### config.mk
export PLATFORM = sky130hd
export DESIGN_NAME = serial_frame_tx
export DESIGN_NICKNAME = d
export VERILOG_FILES = /design/src/rtl/sft_pkg.sv /design/src/rtl/sft_bit_timer.sv /design/src/rtl/sft_frame_fsm.sv /design/src/rtl/serial_frame_tx.sv
export SDC_FILE = /design/constraint.sdc
export NUM_CORES = 1
export LEC_CHECK = 0
export BUFFER_PORTS_ARGS = -buffer_cell sky130_fd_sc_hd__buf_2
export CORE_MARGIN = 5
export CORE_UTILIZATION = 45
export DETAILED_ROUTE_END_ITERATION = 6
export PLACE_DENSITY = 0.72
export SLEW_MARGIN = 0
export SYNTH_ARGS = -nofsm -noshare
export SYNTH_HDL_FRONTEND = slang
export SYNTH_SLANG_ARGS = --single-unit
### constraint.sdc
create_clock -name clk -period 2 [get_ports clk]
set_input_delay 0.1 -clock clk [delete_from_list [all_inputs] [get_ports clk]]
set_output_delay 0.1 -clock clk [all_outputs]
set_load 0.05 [all_outputs]
### src/rtl/sft_pkg.sv
package sft_pkg;

  typedef enum logic [2:0] {
    ST_IDLE,
    ST_START,
    ST_DATA,
    ST_PARITY,
    ST_STOP1,
    ST_STOP2
  } tx_state_e;

  typedef struct packed {
    logic [1:0] wlen;
    logic       par_en;
    logic       even;
    logic       stick;
    logic       two_stop;
  } line_cfg_t;

  // index of the final data bit: 4..7 for length codes 0..3
  function automatic logic [2:0] last_data_idx(input logic [1:0] wlen);
    return 3'd4 + {1'b0, wlen};
  endfunction

  // keeps only the bits that belong to the selected word length
  function automatic logic [7:0] word_mask(input logic [1:0] wlen);
    return 8'hFF >> (2'd3 - wlen);
  endfunction

  // parity slot value for a byte under a given line setting
  function automatic logic parity_value(input logic [7:0] data, input line_cfg_t cfg);
    logic [7:0] used;
    used = data & word_mask(cfg.wlen);
    if (cfg.stick) return ~cfg.even;
    return (^used) ^ ~cfg.even;
  endfunction

  // the second stop slot is half length only for 5-bit words
  function automatic logic short_second_stop(input line_cfg_t cfg);
    return cfg.wlen == 2'b00;
  endfunction

endpackage

### src/rtl/sft_bit_timer.sv
module sft_bit_timer #(
  parameter int OVERSAMPLE = 16
) (
  input  logic clk,
  input  logic rst_n,
  input  logic run,
  input  logic baud_tick,
  input  logic half_slot,
  output logic bit_done
);
  localparam int CW       = $clog2(OVERSAMPLE);
  localparam int HALF_LEN = OVERSAMPLE / 2;

  logic [CW-1:0] cnt;
  logic [CW-1:0] last;

  assign last     = half_slot ? CW'(HALF_LEN - 1) : CW'(OVERSAMPLE - 1);
  assign bit_done = run && baud_tick && (cnt == last);

  always_ff @(posedge clk or negedge rst_n) begin
    if (!rst_n)          cnt <= '0;
    else if (!run)       cnt <= '0;
    else if (bit_done)   cnt <= '0;
    else if (baud_tick)  cnt <= cnt + 1'b1;
  end

  AST_CNT_IN_SLOT: assert property (@(posedge clk) disable iff (!rst_n)
    run |-> cnt <= last);
  AST_CNT_CLEAR_IDLE: assert property (@(posedge clk) disable iff (!rst_n)
    !run |=> cnt == '0);

endmodule

### src/rtl/sft_frame_fsm.sv
module sft_frame_fsm
  import sft_pkg::*;
(
  input  logic       clk,
  input  logic       rst_n,
  input  logic       accept,
  input  line_cfg_t  cfg_in,
  input  logic [7:0] data_in,
  input  logic       bit_done,
  output logic       half_slot,
  output logic       busy,
  output logic       txd
);
  tx_state_e  state;
  line_cfg_t  cfg_q;
  logic [7:0] shreg;
  logic [2:0] idx;
  logic       par_q;
  logic       last_bit;

  assign last_bit  = (idx == last_data_idx(cfg_q.wlen));
  assign half_slot = (state == ST_STOP2) && short_second_stop(cfg_q);
  assign busy      = (state != ST_IDLE);

  always_comb begin
    unique case (state)
      ST_START:  txd = 1'b0;
      ST_DATA:   txd = shreg[0];
      ST_PARITY: txd = par_q;
      default:   txd = 1'b1;
    endcase
  end

  always_ff @(posedge clk or negedge rst_n) begin
    if (!rst_n) begin
      state <= ST_IDLE;
      cfg_q <= '0;
      shreg <= '0;
      idx   <= '0;
      par_q <= 1'b0;
    end else if (accept) begin
      state <= ST_START;
      cfg_q <= cfg_in;
      shreg <= data_in;
      idx   <= '0;
      par_q <= parity_value(data_in, cfg_in);
    end else if (bit_done) begin
      unique case (state)
        ST_START: state <= ST_DATA;
        ST_DATA: begin
          shreg <= shreg >> 1;
          idx   <= idx + 1'b1;
          if (last_bit) state <= cfg_q.par_en ? ST_PARITY : ST_STOP1;
        end
        ST_PARITY: state <= ST_STOP1;
        ST_STOP1:  state <= cfg_q.two_stop ? ST_STOP2 : ST_IDLE;
        ST_STOP2:  state <= ST_IDLE;
        default:   state <= ST_IDLE;
      endcase
    end
  end

  AST_START_FOLLOWS_ACCEPT: assert property (@(posedge clk) disable iff (!rst_n)
    accept |=> (state == ST_START) && !txd);
  AST_CFG_FROZEN: assert property (@(posedge clk) disable iff (!rst_n)
    (busy && !accept) |=> $stable(cfg_q));
  AST_PARITY_NEEDS_EN: assert property (@(posedge clk) disable iff (!rst_n)
    (state == ST_PARITY) |-> cfg_q.par_en);
  AST_SECOND_STOP_SELECTED: assert property (@(posedge clk) disable iff (!rst_n)
    (state == ST_STOP2) |-> cfg_q.two_stop);
  AST_DATA_COUNT_BOUND: assert property (@(posedge clk) disable iff (!rst_n)
    (state == ST_DATA) |-> idx <= last_data_idx(cfg_q.wlen));

endmodule

### src/rtl/serial_frame_tx.sv
module serial_frame_tx
  import sft_pkg::*;
#(
  parameter int OVERSAMPLE = 16
) (
  input  logic       clk,
  input  logic       rst_n,
  input  logic       baud_tick,
  input  logic [1:0] lc_wlen,
  input  logic       lc_par_en,
  input  logic       lc_even,
  input  logic       lc_stick,
  input  logic       lc_two_stop,
  input  logic [7:0] in_data,
  input  logic       in_valid,
  output logic       in_ready,
  output logic       txd,
  output logic       busy
);
  line_cfg_t cfg_now;
  logic      accept;
  logic      bit_done;
  logic      half_slot;

  assign cfg_now  = '{wlen: lc_wlen, par_en: lc_par_en, even: lc_even,
                      stick: lc_stick, two_stop: lc_two_stop};
  assign in_ready = !busy;
  assign accept   = in_valid && in_ready;

  sft_bit_timer #(.OVERSAMPLE(OVERSAMPLE)) u_timer (
    .clk       (clk),
    .rst_n     (rst_n),
    .run       (busy),
    .baud_tick (baud_tick),
    .half_slot (half_slot),
    .bit_done  (bit_done)
  );

  sft_frame_fsm u_fsm (
    .clk       (clk),
    .rst_n     (rst_n),
    .accept    (accept),
    .cfg_in    (cfg_now),
    .data_in   (in_data),
    .bit_done  (bit_done),
    .half_slot (half_slot),
    .busy      (busy),
    .txd       (txd)
  );

  AST_IDLE_LINE_HIGH: assert property (@(posedge clk) disable iff (!rst_n)
    !busy |-> txd);
  AST_BUSY_RISE_NEEDS_OFFER: assert property (@(posedge clk) disable iff (!rst_n)
    $rose(busy) |-> $past(in_valid));
  AST_FRAME_ENDS_ON_TICK: assert property (@(posedge clk) disable iff (!rst_n)
    $fell(busy) |-> $past(baud_tick));

endmodule

==> impl_metrics.csv <==
group,metric,value,unit
run_status,status,"finished, final reports clean",
detailed_routing,drt-pass1-iter-count,4,
cts,clkLatencyLatePin,0.30,ns
worst_setup_path,path_buf_inv,0,
die,rows,20,
grt,antenna_found_initial,0,
timing,fin_ws,0.129,ns
logic_synthesis,yosysWarningCount,0,
logic_synthesis,syn_inst,137,
grt,grt_max_degree,24,
detailed_routing,drc,0,
finish,layout_common_cells,"23 x dfrtp_1, 20 x buf_2, 18 x nand2_1",
finish,syn_to_final_growth,15.4,%
cts,htreeDepth,1,
placement,port_buffers,20,
finish,diodes,0,
timing,hold_ws,0.0263,ns
timing,slew_headroom,65.6,%
power_and_ir_drop,power.leakage,0.784,nW
worst_setup_path,path_cells,"nor3_4 -> nor3b_2 -> o21ai_4 -> a22oi_2 -> mux2_4",
worst_setup_path,critPathSlowestCell,"dfrtp_1",
cts,cts_tree,"done",
worst_setup_path,crit_type,"register to register",
cts,cts_made_buffers,3,
cts,numClockSinks,23,
timing,fin_crit,1.87,ns
logic_synthesis,ys_seq_elements,23,
logic_synthesis,yosysSeqAreaShare,42.0,%
die,start_util,46.0,%
detailed_routing,routedWlPerCell,13.5,um
timing,rsz0062_at_grt,"false",
min_path,hp-class,"input port to register",
grt,use_met3,3.25,%
power_and_ir_drop,power_density,1180,nW/um^2
timing,tightest_slew,0.515,ns
cts,clk_pin_slew,0.13,ns
finish,final_nets,183,
timing,finalHoldViolations,0,
cts,clock_path_buffers,2,
placement,pre_cts_ws,0.102,ns
grt,gr-total-overflow,0,
detailed_routing,ant_nets,0,
run,maxCapViolCount,0,
grt,grtUsageTotal,13.9,%
placement,placed_area,1500,um^2
logic_synthesis,syn-num-nets,157,
timing,setup_viol,0,
grt,gr-max-usage-layer,"met2",
grt,grt_pass1_wl,4.61,mm
logic_synthesis,syn_area_per_cell,9.99,um^2
finish,design_area,1580,um^2
die,die_area,4240,um^2
detailed_routing,viasPerCell,5.44,
timing,timing.fmax,534,MHz
detailed_routing,routed_wl,2.63,mm
finish,layout-drive-gt1-share,23.5,%
finish,final_common_cell,"dfrtp_1",
worst_setup_path,cp_top_family,"flip-flops",
grt,grtUsageMet2,24.6,%
die,io_pins,21,
grt,grt_pass1_vias,1071,
worst_setup_path,crit_arrival,2.08,ns
cts,cts_setup_buffers,0,
die,die_h,65.2,um
grt,grtUsageMet1,16.8,%
timing,maxSlewViolCount,0,
finish,utilization,53.1,%
timing,period_share,93.6,%
detailed_routing,num_vias,1060,
timing,final.setup.tns,0,ns
timing,fin_skew,0.00154,ns
logic_synthesis,synth_cell_types,41,
worst_setup_path,crit_path_max_incr_delay,0.57,ns
placement,dp_hpwl,2.07,mm
detailed_routing,drt-initial-drc-count,25,
logic_synthesis,netlist_area,1370,um^2
worst_setup_path,critPathLaunchType,"register",
worst_setup_path,crit_path_end_kind,"register",
power_and_ir_drop,ir_drop,0.000450,V
die,die_w,65.2,um
worst_setup_path,critPathMaxFanout,9,
placement,gp_congestion,0.886,
cts,root_buffer,"clkbuf_4",
die,core,2980,um^2
worst_setup_path,worstPathRequired,2.20,ns
## Yosys cell counts (all sizes together)
master | instances | area (um^2)
a21boi | 2 | 15.0
a21oi | 9 | 45.0
a221oi | 1 | 8.76
a22o | 1 | 10.0
a22oi | 1 | 12.5
a31oi | 1 | 6.26
and2 | 2 | 12.5
and3b | 1 | 8.76
buf | 4 | 37.5
clkbuf | 3 | 11.3
dfrtp | 23 | 576
ha | 2 | 25.0
inv | 3 | 11.3
mux2 | 1 | 15.0
mux2i | 10 | 100
nand2 | 18 | 67.6
nand2b | 2 | 12.5
nand3 | 3 | 15.0
nand3b | 2 | 27.5
nor2 | 16 | 60.1
nor2b | 1 | 6.26
nor3 | 4 | 31.3
nor3b | 3 | 27.5
nor4 | 1 | 12.5
o2111ai | 1 | 8.76
o211ai | 1 | 12.5
o21a | 1 | 7.51
o21ai | 5 | 36.3
o22ai | 1 | 6.26
o2bb2ai | 1 | 8.76
o31a | 1 | 17.5
o31ai | 1 | 7.51
or2b | 1 | 7.51
xnor2 | 6 | 52.6
xnor3 | 1 | 22.5
xor2 | 3 | 26.3
## per-stage QoR
stage	total power, mW	std cells
finish	1.86	195
global route	2.03	195
CTS	1.88	195
detailed placement	1.65	187
global placement	1.61	187
floorplan	1.46	137
## report_power, final
part | total (mW) | internal, mW | switching [mW]
registers | 0.881 | 0.660 | 0.221
clock network | 0.212 | 0.0745 | 0.137
logic | 0.770 | 0.372 | 0.398
total | 1.86 | 1.11 | 0.756
## registers in the layout (all words and copies together), names as in the netlist
register,flops
u_fsm.cfg_q,4
u_fsm.idx,3
u_fsm.par_q,1
u_fsm.shreg,8
u_fsm.state,3
u_timer.cnt,4
## what timing repair did
| item | 4_1_cts | 5_1_grt |
|---|---|---|
| endpoints found under the setup margin | 0 | 1 |
| endpoints found under the hold margin | 26 | 0 |
| resized for setup | 0 | 1 |
| hold buffers | 4 | 0 |
## final cells by class
| class | instances | area [um^2] |
|---|---|---|
| clock buffer | 3 | 22.5 |
| clock inverter | 1 | 5.00 |
| fill | 283 | 1400 |
| inverter | 3 | 11.3 |
| multi-input combinational | 104 | 742 |
| sequential | 23 | 576 |
| tap | 33 | 41.3 |
| timing repair buffer | 28 | 183 |
## layer usage
layer,wire length (um),vias up
met5,0,-
li1,-,522
met4,27,0
met2,1320,20
met1,1170,514
met3,109,4
## tightest hold or removal path, cell delays in order
cell and delay (ns):
buf_2 0.09, nand2_1 0.05, nand2_1 0.06
## logic make-up after synthesis
logic type / after synthesis / synth area share [%]
simple gates: 54 / 21.1
compound gates: 27 / 14.8
flops: 23 / 42.0
mux: 11 / 8.41
xor+xnor: 10 / 7.40
buf+inv: 10 / 4.39
fa+ha+maj: 2 / 1.83
## final timing paths
kind	start	endpoint	slack, ns	depth (start not counted)
max in group asynchronous	rst_n	u_fsm.shreg[5]	1.38	2
worst max-delay path	u_fsm.state[2]	u_fsm.state[0]	0.13	5
min in group asynchronous	rst_n	u_timer.cnt[1]	0.28	2
worst min-delay path	lc_wlen[1]	u_fsm.cfg_q[5]	0.03	3
worst min register to register	u_fsm.shreg[7]	u_fsm.shreg[7]	0.53	2
worst max register to register	u_fsm.state[2]	u_fsm.state[0]	0.13	5
Note: power is estimated with default switching activity, not from simulation.
